File: config.mk
export PLATFORM = sky130hd
export DESIGN_NAME = irq_status_unit
export DESIGN_NICKNAME = d
export VERILOG_FILES = /design/src/rtl/irq_status_pkg.sv /design/src/rtl/irq_status_word.sv /design/src/rtl/irq_mask_reg.sv /design/src/rtl/irq_line.sv /design/src/rtl/irq_status_unit.sv
export SDC_FILE = /design/constraint.sdc
export NUM_CORES = 1
export LEC_CHECK = 0
export BUFFER_PORTS_ARGS = -buffer_cell sky130_fd_sc_hd__buf_2
export CAP_MARGIN = 10
export CELL_PAD_IN_SITES_DETAIL_PLACEMENT = 2
export CELL_PAD_IN_SITES_GLOBAL_PLACEMENT = 2
export CORE_UTILIZATION = 24
export DETAILED_ROUTE_END_ITERATION = 10
export GPL_TIMING_DRIVEN = 0
export PLACE_DENSITY_LB_ADDON = 0.1
export SLEW_MARGIN = 15
export SYNTH_ARGS = -nofsm -noshare
export SYNTH_HDL_FRONTEND = slang
export SYNTH_SLANG_ARGS = --single-unit
File: constraint.sdc
create_clock -name clk_i -period 3.1 [get_ports clk_i]
set_input_delay 0.31 -clock clk_i [delete_from_list [all_inputs] [get_ports clk_i]]
set_output_delay 0.31 -clock clk_i [all_outputs]
set_load 0.01 [all_outputs]
File: src/rtl/irq_status_pkg.sv
package irq_status_pkg;
  localparam int DW       = 32;
  localparam int AW       = 2;
  localparam int LIVE_N   = 6;
  localparam int SLOT_N   = 2;
  localparam int RSP_N    = 5;
  localparam int DAT_N    = 4;
  localparam int SLOT_LSB = 8;
  localparam int RSP_LSB  = 16;
  localparam int DCRC_BIT = 21;
  localparam int DTO_BIT  = 22;
  localparam int OVR_BIT  = 30;
  localparam int UND_BIT  = 31;

  localparam logic [DW-1:0] ERR_BITS   = 32'hC07F_0000;
  localparam logic [DW-1:0] VALID_BITS = 32'hC07F_033F;

  typedef enum logic [AW-1:0] {
    SEL_STATUS = 2'd0,
    SEL_ENA    = 2'd1,
    SEL_DIS    = 2'd2,
    SEL_MASK   = 2'd3
  } reg_sel_e;
endpackage

File: src/rtl/irq_status_word.sv
module irq_status_word
  import irq_status_pkg::*;
(
  input  logic              clk_i,
  input  logic              rst_ni,
  input  logic              soft_rst_i,
  input  logic              cmd_start_i,
  input  logic [LIVE_N-1:0] live_i,
  input  logic [SLOT_N-1:0] sdio_irq_i,
  input  logic [RSP_N-1:0]  rsp_err_i,
  input  logic [DAT_N-1:0]  dat_err_i,
  output logic [DW-1:0]     status_o
);
  logic [RSP_N-1:0] rsp_q;
  logic [DAT_N-1:0] dat_q;

  always_ff @(posedge clk_i or negedge rst_ni) begin
    if (!rst_ni) begin
      rsp_q <= '0;
      dat_q <= '0;
    end else if (soft_rst_i) begin
      rsp_q <= '0;
      dat_q <= '0;
    end else begin
      // new error wins over command-start clear
      rsp_q <= (cmd_start_i ? '0 : rsp_q) | rsp_err_i;
      dat_q <= (cmd_start_i ? '0 : dat_q) | dat_err_i;
    end
  end

  always_comb begin
    status_o = '0;
    status_o[LIVE_N-1:0]                = live_i;
    status_o[SLOT_LSB +: SLOT_N]        = sdio_irq_i;
    status_o[RSP_LSB +: RSP_N]          = rsp_q;
    status_o[DCRC_BIT]                  = dat_q[0];
    status_o[DTO_BIT]                   = dat_q[1];
    status_o[OVR_BIT]                   = dat_q[2];
    status_o[UND_BIT]                   = dat_q[3];
  end
endmodule

File: src/rtl/irq_mask_reg.sv
module irq_mask_reg
  import irq_status_pkg::*;
(
  input  logic          clk_i,
  input  logic          rst_ni,
  input  logic          soft_rst_i,
  input  logic [DW-1:0] set_i,
  input  logic [DW-1:0] clr_i,
  output logic [DW-1:0] mask_o
);
  logic [DW-1:0] mask_q;

  always_ff @(posedge clk_i or negedge rst_ni) begin
    if (!rst_ni)         mask_q <= '0;
    else if (soft_rst_i) mask_q <= '0;
    else                 mask_q <= ((mask_q & ~clr_i) | set_i) & VALID_BITS;
  end

  assign mask_o = mask_q;
endmodule

File: src/rtl/irq_line.sv
module irq_line
  import irq_status_pkg::*;
(
  input  logic          clk_i,
  input  logic          rst_ni,
  input  logic [DW-1:0] status_i,
  input  logic [DW-1:0] mask_i,
  output logic          irq_o
);
  logic irq_q;

  always_ff @(posedge clk_i or negedge rst_ni) begin
    if (!rst_ni) irq_q <= 1'b0;
    else         irq_q <= |(status_i & mask_i);
  end

  assign irq_o = irq_q;
endmodule

File: src/rtl/irq_status_unit.sv
module irq_status_unit
  import irq_status_pkg::*;
(
  input  logic              clk_i,
  input  logic              rst_ni,
  input  logic              soft_rst_i,
  input  logic              cmd_start_i,
  input  logic [LIVE_N-1:0] live_i,
  input  logic [SLOT_N-1:0] sdio_irq_i,
  input  logic [RSP_N-1:0]  rsp_err_i,
  input  logic [DAT_N-1:0]  dat_err_i,
  input  logic              wr_en_i,
  input  logic [AW-1:0]     wr_addr_i,
  input  logic [DW-1:0]     wr_data_i,
  input  logic [AW-1:0]     rd_addr_i,
  output logic [DW-1:0]     rd_data_o,
  output logic              irq_o
);
  logic [DW-1:0] status_w;
  logic [DW-1:0] mask_w;
  logic [DW-1:0] set_w;
  logic [DW-1:0] clr_w;

  assign set_w = (wr_en_i && wr_addr_i == SEL_ENA) ? wr_data_i : '0;
  assign clr_w = (wr_en_i && wr_addr_i == SEL_DIS) ? wr_data_i : '0;

  irq_status_word u_status (
    .clk_i       (clk_i),
    .rst_ni      (rst_ni),
    .soft_rst_i  (soft_rst_i),
    .cmd_start_i (cmd_start_i),
    .live_i      (live_i),
    .sdio_irq_i  (sdio_irq_i),
    .rsp_err_i   (rsp_err_i),
    .dat_err_i   (dat_err_i),
    .status_o    (status_w)
  );

  irq_mask_reg u_mask (
    .clk_i      (clk_i),
    .rst_ni     (rst_ni),
    .soft_rst_i (soft_rst_i),
    .set_i      (set_w),
    .clr_i      (clr_w),
    .mask_o     (mask_w)
  );

  irq_line u_irq (
    .clk_i    (clk_i),
    .rst_ni   (rst_ni),
    .status_i (status_w),
    .mask_i   (mask_w),
    .irq_o    (irq_o)
  );

  always_comb begin
    unique case (rd_addr_i)
      SEL_STATUS: rd_data_o = status_w;
      SEL_MASK:   rd_data_o = mask_w;
      default:    rd_data_o = '0;
    endcase
  end
endmodule

# After elaboration in Yosys (flattened, before gate mapping)

Cells that the tools add are included.

Flip-flop bits (word level): 42
Bits of input ports: 58
Output and inout bits: 33
Word-level logic and storage cells: 25

Equality and inequality tests: 3
Multiplexer cells: 8
Bitwise logic cells: 6
Reduce and logical (&&, ||, !) cells: 4

Operator list:

| kind                                          | count |
|---|---|
| 2-to-1 mux 32 bit                             | 3 |
| bitwise AND 32 bit                            | 2 |
| one-hot mux 32 bit (2 select lines)           | 1 |
| NOT 32 bit                                    | 1 |
| OR 32 bit                                     | 1 |
| OR reduction 32 bit                           | 1 |
| 2-to-1 mux 5 bit                              | 2 |
| 2-to-1 mux 4 bit                              | 2 |
| OR 5 bit                                      | 1 |
| == test 2 bit, second input constant          | 2 |
| OR 4 bit                                      | 1 |
| == test 2 x 1 -> 1 bit, second input constant | 1 |
| logical AND 1 bit                             | 2 |
| zero test 2 bit                               | 1 |

# Depth between registers and ports, before layout

Gate-level depths: netlist (run 1).

Depth after elaboration: 7
Gate-level depth with buffers: 6
Mapped depth without buffers: 4

# Hierarchy

From an unflattened synthesis (run 1), not the netlist that was laid out.

Cells, all modules: 318
Area, all modules: 2,517.4 µm²

Modules (own cells, without submodules):

| module          | instances | cells each | area each (µm²) | seq. area each (µm²) |
|---|---|---|---|---|
| irq_status_unit | 1         | 149        | 927.1           | 0.0 |
| irq_mask_reg    | 1         | 86         | 865.8           | 425.4 |
| irq_status_word | 1         | 61         | 541.8           | 225.2 |
| irq_line        | 1         | 22         | 182.7           | 25.0 |

# Least setup slack after synthesis (run 1)

No wires, ideal clock.

Kind: input -> output
From: input port rd_addr_i[0]
To: output port rd_data_o[16]
Data arrival time: 1.220 ns
Path slack: 1.570 ns
Stages on the path: 5
Path buffers: 2
Cell sequence: inv_1 -> ha_1 -> clkbuf_1 -> buf_1 -> nor2_1

Word-level cells in the longest chain between the ends: 2
Elaborated cells between the ends (all ways): 3
Those cells by class: 1 x eq/ne; 1 x mux; 1 x reduce/logical

Ends and longest elaborated chain:

| item                                                    | RTL line              | source |
|---|---|---|
| start, declared                                         | irq_status_unit.sv:15 | `input logic [AW-1:0] rd_addr_i,` |
| == test 2 bit / zero test 2 bit (equally long branches) | irq_status_unit.sv:57 | `unique case (rd_addr_i)` |
| one-hot mux 32 bit (2 select lines) (*)                 | irq_status_unit.sv:57 |  |
| end, declared                                           | irq_status_unit.sv:16 | `output logic [DW-1:0] rd_data_o,` |

Every way passes the cells marked *; elsewhere a longest branch is shown, timed or not.

# Worst setup path in the final report (run 1)

From: input port rd_addr_i[0]
To: output port rd_data_o[8]

The elaborated chain is that of the path after synthesis.

==> results of run 1 <==
[per-layer routing]
layer,vias to the layer above,track usage,wire (um)
met2,49,0.2750,2594
met1,759,0.2249,2457
met4,0,0.03684,23
li1,742,-,-
met5,-,0,0
met3,2,0.01889,248
[registers in the layout, indices dropped and copies added (netlist names)]
signal and count:
u_irq.irq_o 1, u_mask.mask_o 17, u_status.dat_q 4, u_status.rsp_q 5
[cells in the mapped netlist]
| library cell | number |
|---|---|
| nor2_2 | 1 |
| a22o_1 | 1 |
| buf_4 | 17 |
| a222oi_1 | 1 |
| ha_1 | 2 |
| buf_6 | 1 |
| inv_1 | 2 |
| clkinv_1 | 1 |
| conb_1 | 1 |
| buf_1 | 1 |
| a22oi_1 | 38 |
| dfrtp_1 | 27 |
| a221oi_1 | 2 |
| nand3_1 | 1 |
| nand2_1 | 19 |
| buf_2 | 5 |
| and3b_1 | 1 |
| nor2_1 | 43 |
| clkbuf_1 | 3 |
| a21oi_1 | 9 |
| and3_1 | 1 |
[final timing paths]
kind,start,end,slack [ns]
worst max-delay path,rd_addr_i[0],rd_data_o[8],1.07
worst min-delay path,rst_ni,u_mask.mask_o[21]$_DFF_PN0_,0.06
worst max register to register,u_mask.mask_o[0]$_DFF_PN0_,u_irq.irq_o$_DFF_PN0_,1.65
worst min register to register,u_status.dat_q[1]$_DFF_PN0_,u_status.dat_q[1]$_DFF_PN0_,0.56
max in group asynchronous,rst_ni,u_status.rsp_q[4]$_DFF_PN0_,2.62
min in group clk_i,dat_err_i[3],u_status.dat_q[3]$_DFF_PN0_,0.25
[report_power, final]
group          internal [mW]  switching, mW  total [mW]
clock                 0.0902          0.115       0.205
combinational         0.0666         0.0914       0.158
sequential             0.369         0.0143       0.383
total                  0.526          0.220       0.746
[through the flow]
step,setup slack (ns),util,power [mW]
5_1_grt,0.8761,0.3333,0.7868
4_1_cts,1.004,0.3333,0.7594
3_3_place_gp,1.013,0.3256,0.5465
6_report,1.072,0.3333,0.7459
3_5_place_dp,1.006,0.3256,0.5498
2_1_floorplan,1.570,-,0.4734
[critical path: stages]
cell	delay, ns
buf_2	0.09
inv_1	0.04
ha_1	0.26
clkbuf_1	0.30
buf_1	0.44
nor2_1	0.12
buf_2	0.16
[kinds of logic after synthesis]
kind of cell,count (synthesis),share of synthesized area
AND/OR/NAND/NOR,66,0.1704
AO/OA/AOI/OAI,51,0.2412
buffers and inverters,30,0.1251
flip-flops,27,0.4444
adder cells (fa/ha/maj),2,0.01646
other,1,0.002467
[cell type report]
type	count	area, um2
fillers	737	4018
clock buffers	3	41.29
clock inverters	1	5.005
repair buffers	59	295.3
multi-input cells	134	706.9
inverters	3	11.26
well taps	75	93.84
flip-flops and latches	27	675.6
plain buffers	27	178.9
==> results.py, run 1 <==
metrics = {
    "outcome": {
        "outcome": "completed",
    },
    "setup_path": {
        "cp-start-kind": "input port",
        "cp-end-kind": "output port",
        "crit_type": "input port to output port",
        "path_max_fanout": 10,
        "required_ns": 2.79,
        "worstPathArrival_ns": 1.72,
        "worst-r2r-cell-count": 4,
    },
    "detailed_routing": {
        "drt_iter0_drc": 104,
        "via_per_inst": 4.717,
        "dr.pass1.iters": 4,
        "post_drt_wl_per_cell_um": 16.18,
        "antenna_left": 0,
        "drt-total-wl_mm": 5.322,
        "route.vias.total": 1552,
        "drc": 0,
    },
    "logic_synthesis": {
        "syn_area_mm2": 0.001520,
        "synth.distinct_cells": 21,
        "synthTopCellsByArea": "dfrtp_1 (44%), a22oi_1 (19%), nor2_1 (11%)",
        "synthCells": 177,
        "syn_area_per_cell_um2": 8.589,
        "ys_seq_area_frac": 0.4444,
        "synth_area_leader_cell": "dfrtp_1",
        "ys_ff_latch": 27,
        "synth_top_area_frac": 0.4444,
        "yosys_warnings": 0,
    },
    "placement": {
        "dpl_cell_area_mm2": 0.001962,
        "io_buffers": 59,
        "dp_hpwl_mm": 4.170,
        "gp_congestion": 0.7404,
        "dpl.cell_count": 325,
    },
    "timing": {
        "maxSlewHeadroom": 0.5616,
        "fin_skew_ns": 0.001798,
        "worst_pin_slew_ns": 0.6576,
        "setup_tns_ns": 0,
        "hold_ws_ns": 0.05712,
        "min_period_ns": 2.028,
        "fin_crit_sh": 0.6541,
        "drv_slew": 0,
        "finalSetupViolCount": 0,
        "hold_viol_final": 0,
        "rsz0062_at_grt": "no",
        "fmax_ghz": 0.4932,
    },
    "floorplanning": {
        "die-height_um": 81.59,
        "fp.dieArea_mm2": 0.006656,
        "floorplan.rows": 28,
        "ioPinCount": 91,
        "die_w_um": 81.59,
        "core_area_mm2": 0.006026,
        "start_util": 0.2523,
    },
    "clock_network": {
        "cts_sinks": 27,
        "insertion_delay_ns": 0.27,
        "cts_root_buf": "clkbuf_8",
        "path_clk_slew_ns": 0.09,
        "hold_buffers": 0,
        "ctsResizeCount": 0,
        "clockBufferDepth": 2,
        "cts_tree": "built",
        "cts_buffers": 3,
        "h-tree-depth": 1,
        "cts_setup_buffers": 0,
    },
    "grt": {
        "grt_max_degree": 28,
        "grt_pass1_vias": 1571,
        "grt_pass1_wl_mm": 8.024,
        "grt-ovfl-total": 0,
        "antenna_found_initial": 0,
        "global_route.usage.total": 0.1640,
    },
    "finish": {
        "final_area_mm2": 0.002008,
        "area_growth_pct": 32.10,
        "nNetsFinal": 315,
        "antennaDiodeCount": 0,
        "drive_above_1_share": 0.3425,
        "final_common_cell": "buf_2",
        "mostFrequentLayoutCells": "buf_2 (64), nor2_1 (43), a22oi_1 (38), dfrtp_1 (27), nand2_1 (19)",
        "layout.cells.non_filler": 329,
    },
    "job": {
        "maxCapViolations": 0,
    },
    "power": {
        "p_leak_nw": 1.033,
        "p_per_area_mw_per_mm2": 371.4,
        "peakVddDrop_v": 0.0001529,
    },
    "worst_hold_path": {
        "hp-class": "input port to async pin",
    },
}
(Power assumes the default switching activity.)
==> run 2, diff against run 1 <==
- CORE_UTILIZATION: 24 -> 23
- clock period: 3.1 -> 2 ns (I/O delays scaled with it)
==> run 2 against run 1 <==
Net effect: sequential power increased by 55%; critical endpoint is now rd_data_o[19]; die area rose by 4.2%; final cell count up 0.91%; combinational power increased by 54%; final area up 0.62%; sequential share of layout area decreased by 0.21 points; core utilization is 1.5 points lower; flip-flop and latch count unchanged.
==> results.py, run 2 (synthesized netlist as in run 1, its figures left out) <==
metrics = {
    "setup_path": {
        "crit_path_max_incr_delay_ns": 0.33,
        "path_buf_inv": 5,
        "crit_type": "input port to output port",
        "cp-startpoint": "rd_addr_i[0]",
        "cpMostUsedCell": "buf_2",
        "path_max_fanout": 10,
        "r2r-start": "u_mask.mask_o[0]$_DFF_PN0_",
        "cp-start-kind": "input port",
        "rrSetupSlack_ns": 0.75,
        "cp-end-kind": "output port",
        "worstPathArrival_ns": 1.47,
        "crit_family": "buffers and inverters",
        "required_ns": 1.80,
        "path_cells": "buf_2 -> inv_1 -> ha_1 -> clkbuf_1 -> clkbuf_2 -> nor2_1 -> buf_2",
        "slowest_stage": "clkbuf_2",
    },
    "floorplanning": {
        "start_util": 0.2394,
        "die-height_um": 83.30,
        "fp.dieArea_mm2": 0.006939,
        "floorplan.rows": 29,
        "ioPinCount": 91,
        "die_w_um": 83.30,
        "core_area_mm2": 0.006350,
    },
    "timing": {
        "drv_slew": 0,
        "worst_pin_slew_ns": 0.6251,
        "setup_tns_ns": 0,
        "fin_skew_ns": 0.002551,
        "maxSlewHeadroom": 0.5833,
        "fmax_ghz": 0.5977,
        "finalSetupViolCount": 0,
        "fin_crit_sh": 0.8366,
        "rsz0062_at_grt": "no",
        "hold_viol_final": 0,
        "min_period_ns": 1.673,
    },
    "placement": {
        "gp_congestion": 0.7377,
        "dpl_cell_area_mm2": 0.001964,
        "dp_hpwl_mm": 4.150,
        "io_buffers": 59,
        "dpl.cell_count": 327,
    },
    "detailed_routing": {
        "dr.pass1.iters": 4,
        "via_per_inst": 4.669,
        "route.vias.total": 1550,
        "drt_iter0_drc": 48,
        "drt-total-wl_mm": 5.173,
        "drc": 0,
        "antenna_left": 0,
        "post_drt_wl_per_cell_um": 15.58,
    },
    "power": {
        "peakVddDrop_v": 0.0002707,
        "power_mw": 1.150,
        "p_leak_nw": 1.037,
        "p_per_area_mw_per_mm2": 568.9,
    },
    "clock_network": {
        "cts_tree": "built",
        "cts_root_buf": "clkbuf_8",
        "cts_buffers": 3,
        "clockBufferDepth": 2,
        "cts_sinks": 27,
        "path_clk_slew_ns": 0.09,
        "cts_setup_buffers": 0,
        "insertion_delay_ns": 0.27,
        "h-tree-depth": 1,
    },
    "finish": {
        "nNetsFinal": 316,
        "seq_area_um2": 675.6,
        "largest_reg_flops": 17,
        "multi_input_area_um2": 706.9,
        "finalCoreUtilization": 0.3182,
        "mostFrequentLayoutCells": "buf_2 (64), nor2_1 (43), a22oi_1 (38), dfrtp_1 (27), nand2_1 (19)",
        "final_area_mm2": 0.002021,
        "area_growth_pct": 32.92,
        "antennaDiodeCount": 0,
        "nFillCells": 773,
        "final_common_cell": "buf_2",
        "drive_above_1_share": 0.3412,
        "layout.cells.non_filler": 332,
    },
    "grt": {
        "grt-ovfl-total": 0,
        "grt_max_degree": 28,
        "antenna_found_initial": 0,
        "global_route.usage.total": 0.1553,
        "grt_pass1_vias": 1655,
        "grt_pass1_wl_mm": 8.562,
    },
    "job": {
        "maxCapViolations": 0,
    },
    "worst_hold_path": {
        "hp-class": "input port to register",
        "hp-start": "rsp_err_i[0]",
    },
    "outcome": {
        "outcome": "completed",
    },
}
## run 2: cell type report
class	count	share of cell area
Sequential cell	27	0.3344
Buffer	27	0.08916
Multi-Input combinational cell	134	0.3498
Tap cell	77	0.04768
Inverter	3	0.005573
Timing Repair Buffer	60	0.1511
Clock buffer	4	0.02229
## run 2: worst reg2reg max path, stage by stage, from the launching register on
cell and delay, ns:
dfrtp_1 0.42, a22o_1 0.23, a221oi_1 0.21, and3_1 0.19, nand3_1 0.08
## run 2: power by group
part           leakage [nW]  internal [mW]  switching, mW
sequential            0.361          0.572         0.0226
clock                0.0228          0.143          0.169
combinational         0.654          0.105          0.138
## run 2: timing repair
item | 4_1_cts | 5_1_grt
endpoints found under the setup margin | 0 | 10
hold endpoints to repair | 27 | 0
hold buffers | 1 | 0
gates resized for setup | 0 | 1
## run 2: path summary, 6_finish.rpt
kind	to	cells past startpoint
worst max-delay path	rd_data_o[19]	7
max in group asynchronous	u_status.rsp_q[3]$_DFF_PN0_	2
worst min-delay path	u_status.rsp_q[0]$_DFF_PN0_	3
worst max register to register	u_irq.irq_o$_DFF_PN0_	4
worst min register to register	u_status.dat_q[0]$_DFF_PN0_	2
min in group asynchronous	u_mask.mask_o[21]$_DFF_PN0_	2
## run 2: layer usage
| metal | track usage | up-vias | wire length, um |
|---|---|---|---|
| met5 | 0 | - | 0 |
| met4 | 0.01411 | 0 | 10 |
| met3 | 0.03082 | 2 | 222 |
| met2 | 0.2660 | 42 | 2528 |
| met1 | 0.2094 | 760 | 2412 |
| li1 | - | 746 | - |
## run 2: through the flow
step                      hold WS (ns)  setup slack [ns]
after floorplan               -0.09559            0.6898
after global placement          0.2655            0.1457
after detailed placement        0.2601           0.09249
after CTS                       0.1356           0.09620
after global routing            0.1440            0.1827
final                           0.1426            0.3269
==> run 3, diff against run 2 <==
- clock period: 2 -> 1.67 ns (I/O delays scaled with it)
==> run 3 against run 2 <==
Net effect: critical path depth did not move; final area fell by 0.19%; count of clock-buffer cells in the layout did not move; clock power rose by 20%; sequential power rose by 20%; hold slack got worse by 0.033 ns.
==> results.py, run 3 (synthesized netlist as in run 1, its figures left out) <==
metrics = {
    "floorplanning": {
        "start_util": 0.2394,
        "fp.dieArea_mm2": 0.006939,
        "floorplan.rows": 29,
        "core_area_mm2": 0.006350,
        "ioPinCount": 91,
        "die-height_um": 83.30,
        "die_w_um": 83.30,
    },
    "grt": {
        "grt-ovfl-total": 0,
        "grt_pass1_wl_mm": 8.562,
        "grt_max_degree": 28,
        "global_route.usage.total": 0.1553,
        "antenna_found_initial": 0,
        "grt_pass1_vias": 1655,
    },
    "clock_network": {
        "insertion_delay_ns": 0.27,
        "cts_buffers": 3,
        "clockBufferDepth": 2,
        "cts_root_buf": "clkbuf_8",
        "h-tree-depth": 1,
        "path_clk_slew_ns": 0.09,
        "cts_tree": "built",
        "cts_setup_buffers": 0,
        "cts_sinks": 27,
    },
    "detailed_routing": {
        "via_per_inst": 4.662,
        "post_drt_wl_per_cell_um": 15.59,
        "drt-total-wl_mm": 5.160,
        "route.vias.total": 1543,
        "drc": 0,
        "dr.pass1.iters": 4,
        "antenna_left": 0,
        "drt_iter0_drc": 51,
    },
    "timing": {
        "hold_viol_final": 0,
        "rsz0062_at_grt": "no",
        "hold_ws_ns": 0.1092,
        "fin_skew_ns": 0.003056,
        "worst_pin_slew_ns": 0.6235,
        "maxSlewHeadroom": 0.5843,
        "setup_tns_ns": 0,
        "fin_crit_sh": 0.8782,
        "drv_slew": 0,
        "min_period_ns": 1.467,
        "fmax_ghz": 0.6819,
        "finalSetupViolCount": 0,
    },
    "finish": {
        "antennaDiodeCount": 0,
        "drive_above_1_share": 0.3425,
        "final_common_cell": "buf_2",
        "mostFrequentLayoutCells": "buf_2 (65), nor2_1 (43), a22oi_1 (38), dfrtp_1 (27), nand2_1 (19)",
        "multi_input_area_um2": 706.9,
        "nNetsFinal": 315,
        "nFillCells": 770,
        "seq_area_um2": 675.6,
        "largest_reg_flops": 17,
        "area_growth_pct": 32.67,
    },
    "setup_path": {
        "required_ns": 1.50,
        "cp-end-kind": "output port",
        "path_max_fanout": 10,
        "worstPathArrival_ns": 1.30,
        "crit_type": "input port to output port",
        "cp-start-kind": "input port",
    },
    "worst_hold_path": {
        "hp-class": "input port to register",
    },
    "outcome": {
        "outcome": "completed",
    },
    "placement": {
        "dp_hpwl_mm": 4.150,
        "io_buffers": 59,
        "gp_congestion": 0.7377,
    },
    "job": {
        "maxCapViolations": 0,
    },
    "power": {
        "p_per_area_mw_per_mm2": 682.9,
        "p_leak_nw": 1.036,
        "peakVddDrop_v": 0.0003245,
    },
}
## run 3: power breakdown
| part | total [mW] | internal [mW] | switching [mW] |
|---|---|---|---|
| Clock | 0.374 | 0.171 | 0.204 |
| Sequential | 0.712 | 0.685 | 0.0271 |
| Combinational | 0.291 | 0.126 | 0.165 |
| Total | 1.38 | 0.982 | 0.395 |
## run 3: per-stage QoR
step                  util  worst slack [ns]  area [um2]  total power [mW]  std cells
finish              0.3176            0.2034        2017             1.377        331
global route        0.3176           0.08837        2017             1.467        331
CTS                 0.3182           0.04520        2021             1.403        332
detailed placement  0.3094           -0.1715        1964             1.019        327
global placement    0.3094           -0.1183        1964             1.014        327
floorplan                -            0.4258        1573            0.8787        191
## run 3: worst paths after layout
check	start	endpoint	slack, ns	depth (start not counted)
worst max-delay path	rd_addr_i[0]	rd_data_o[31]	0.20	7
worst min-delay path	rsp_err_i[0]	u_status.rsp_q[0]$_DFF_PN0_	0.11	3
worst max register to register	u_mask.mask_o[0]$_DFF_PN0_	u_irq.irq_o$_DFF_PN0_	0.40	4
worst min register to register	u_status.dat_q[0]$_DFF_PN0_	u_status.dat_q[0]$_DFF_PN0_	0.55	2
max in group asynchronous	rst_ni	u_status.rsp_q[3]$_DFF_PN0_	0.81	2
min in group asynchronous	rst_ni	u_mask.mask_o[21]$_DFF_PN0_	0.45	2
## run 3: what timing repair did
item	in CTS	in global routing
endpoints found under the hold margin	27	0
hold buffers	1	0
endpoints found under the setup margin	10	10
gates resized for setup	1	0
## run 3: critical path, cell delays in order
cell and delay [ns]:
buf_2 0.09, ha_1 0.13, buf_2 0.20, buf_2 0.28
a22oi_1 0.13, nor2_1 0.14, buf_2 0.15
## run 3: layout make-up
class / count / share of cell area
multi-input combinational: 134 / 0.3505
sequential: 27 / 0.3350
timing repair buffer: 60 / 0.1514
buffer: 26 / 0.08747
tap: 77 / 0.04777
clock buffer: 4 / 0.02233
inverter: 3 / 0.005583
## run 3: layer usage
| layer | up-vias | track usage | part of all wire |
|---|---|---|---|
| met4 | 0 | 0.01411 | 0.0025 |
| met5 | - | 0 | 0 |
| met2 | 44 | 0.2660 | 0.49 |
| met3 | 2 | 0.03082 | 0.046 |
| li1 | 746 | - | - |
| met1 | 751 | 0.2094 | 0.46 |
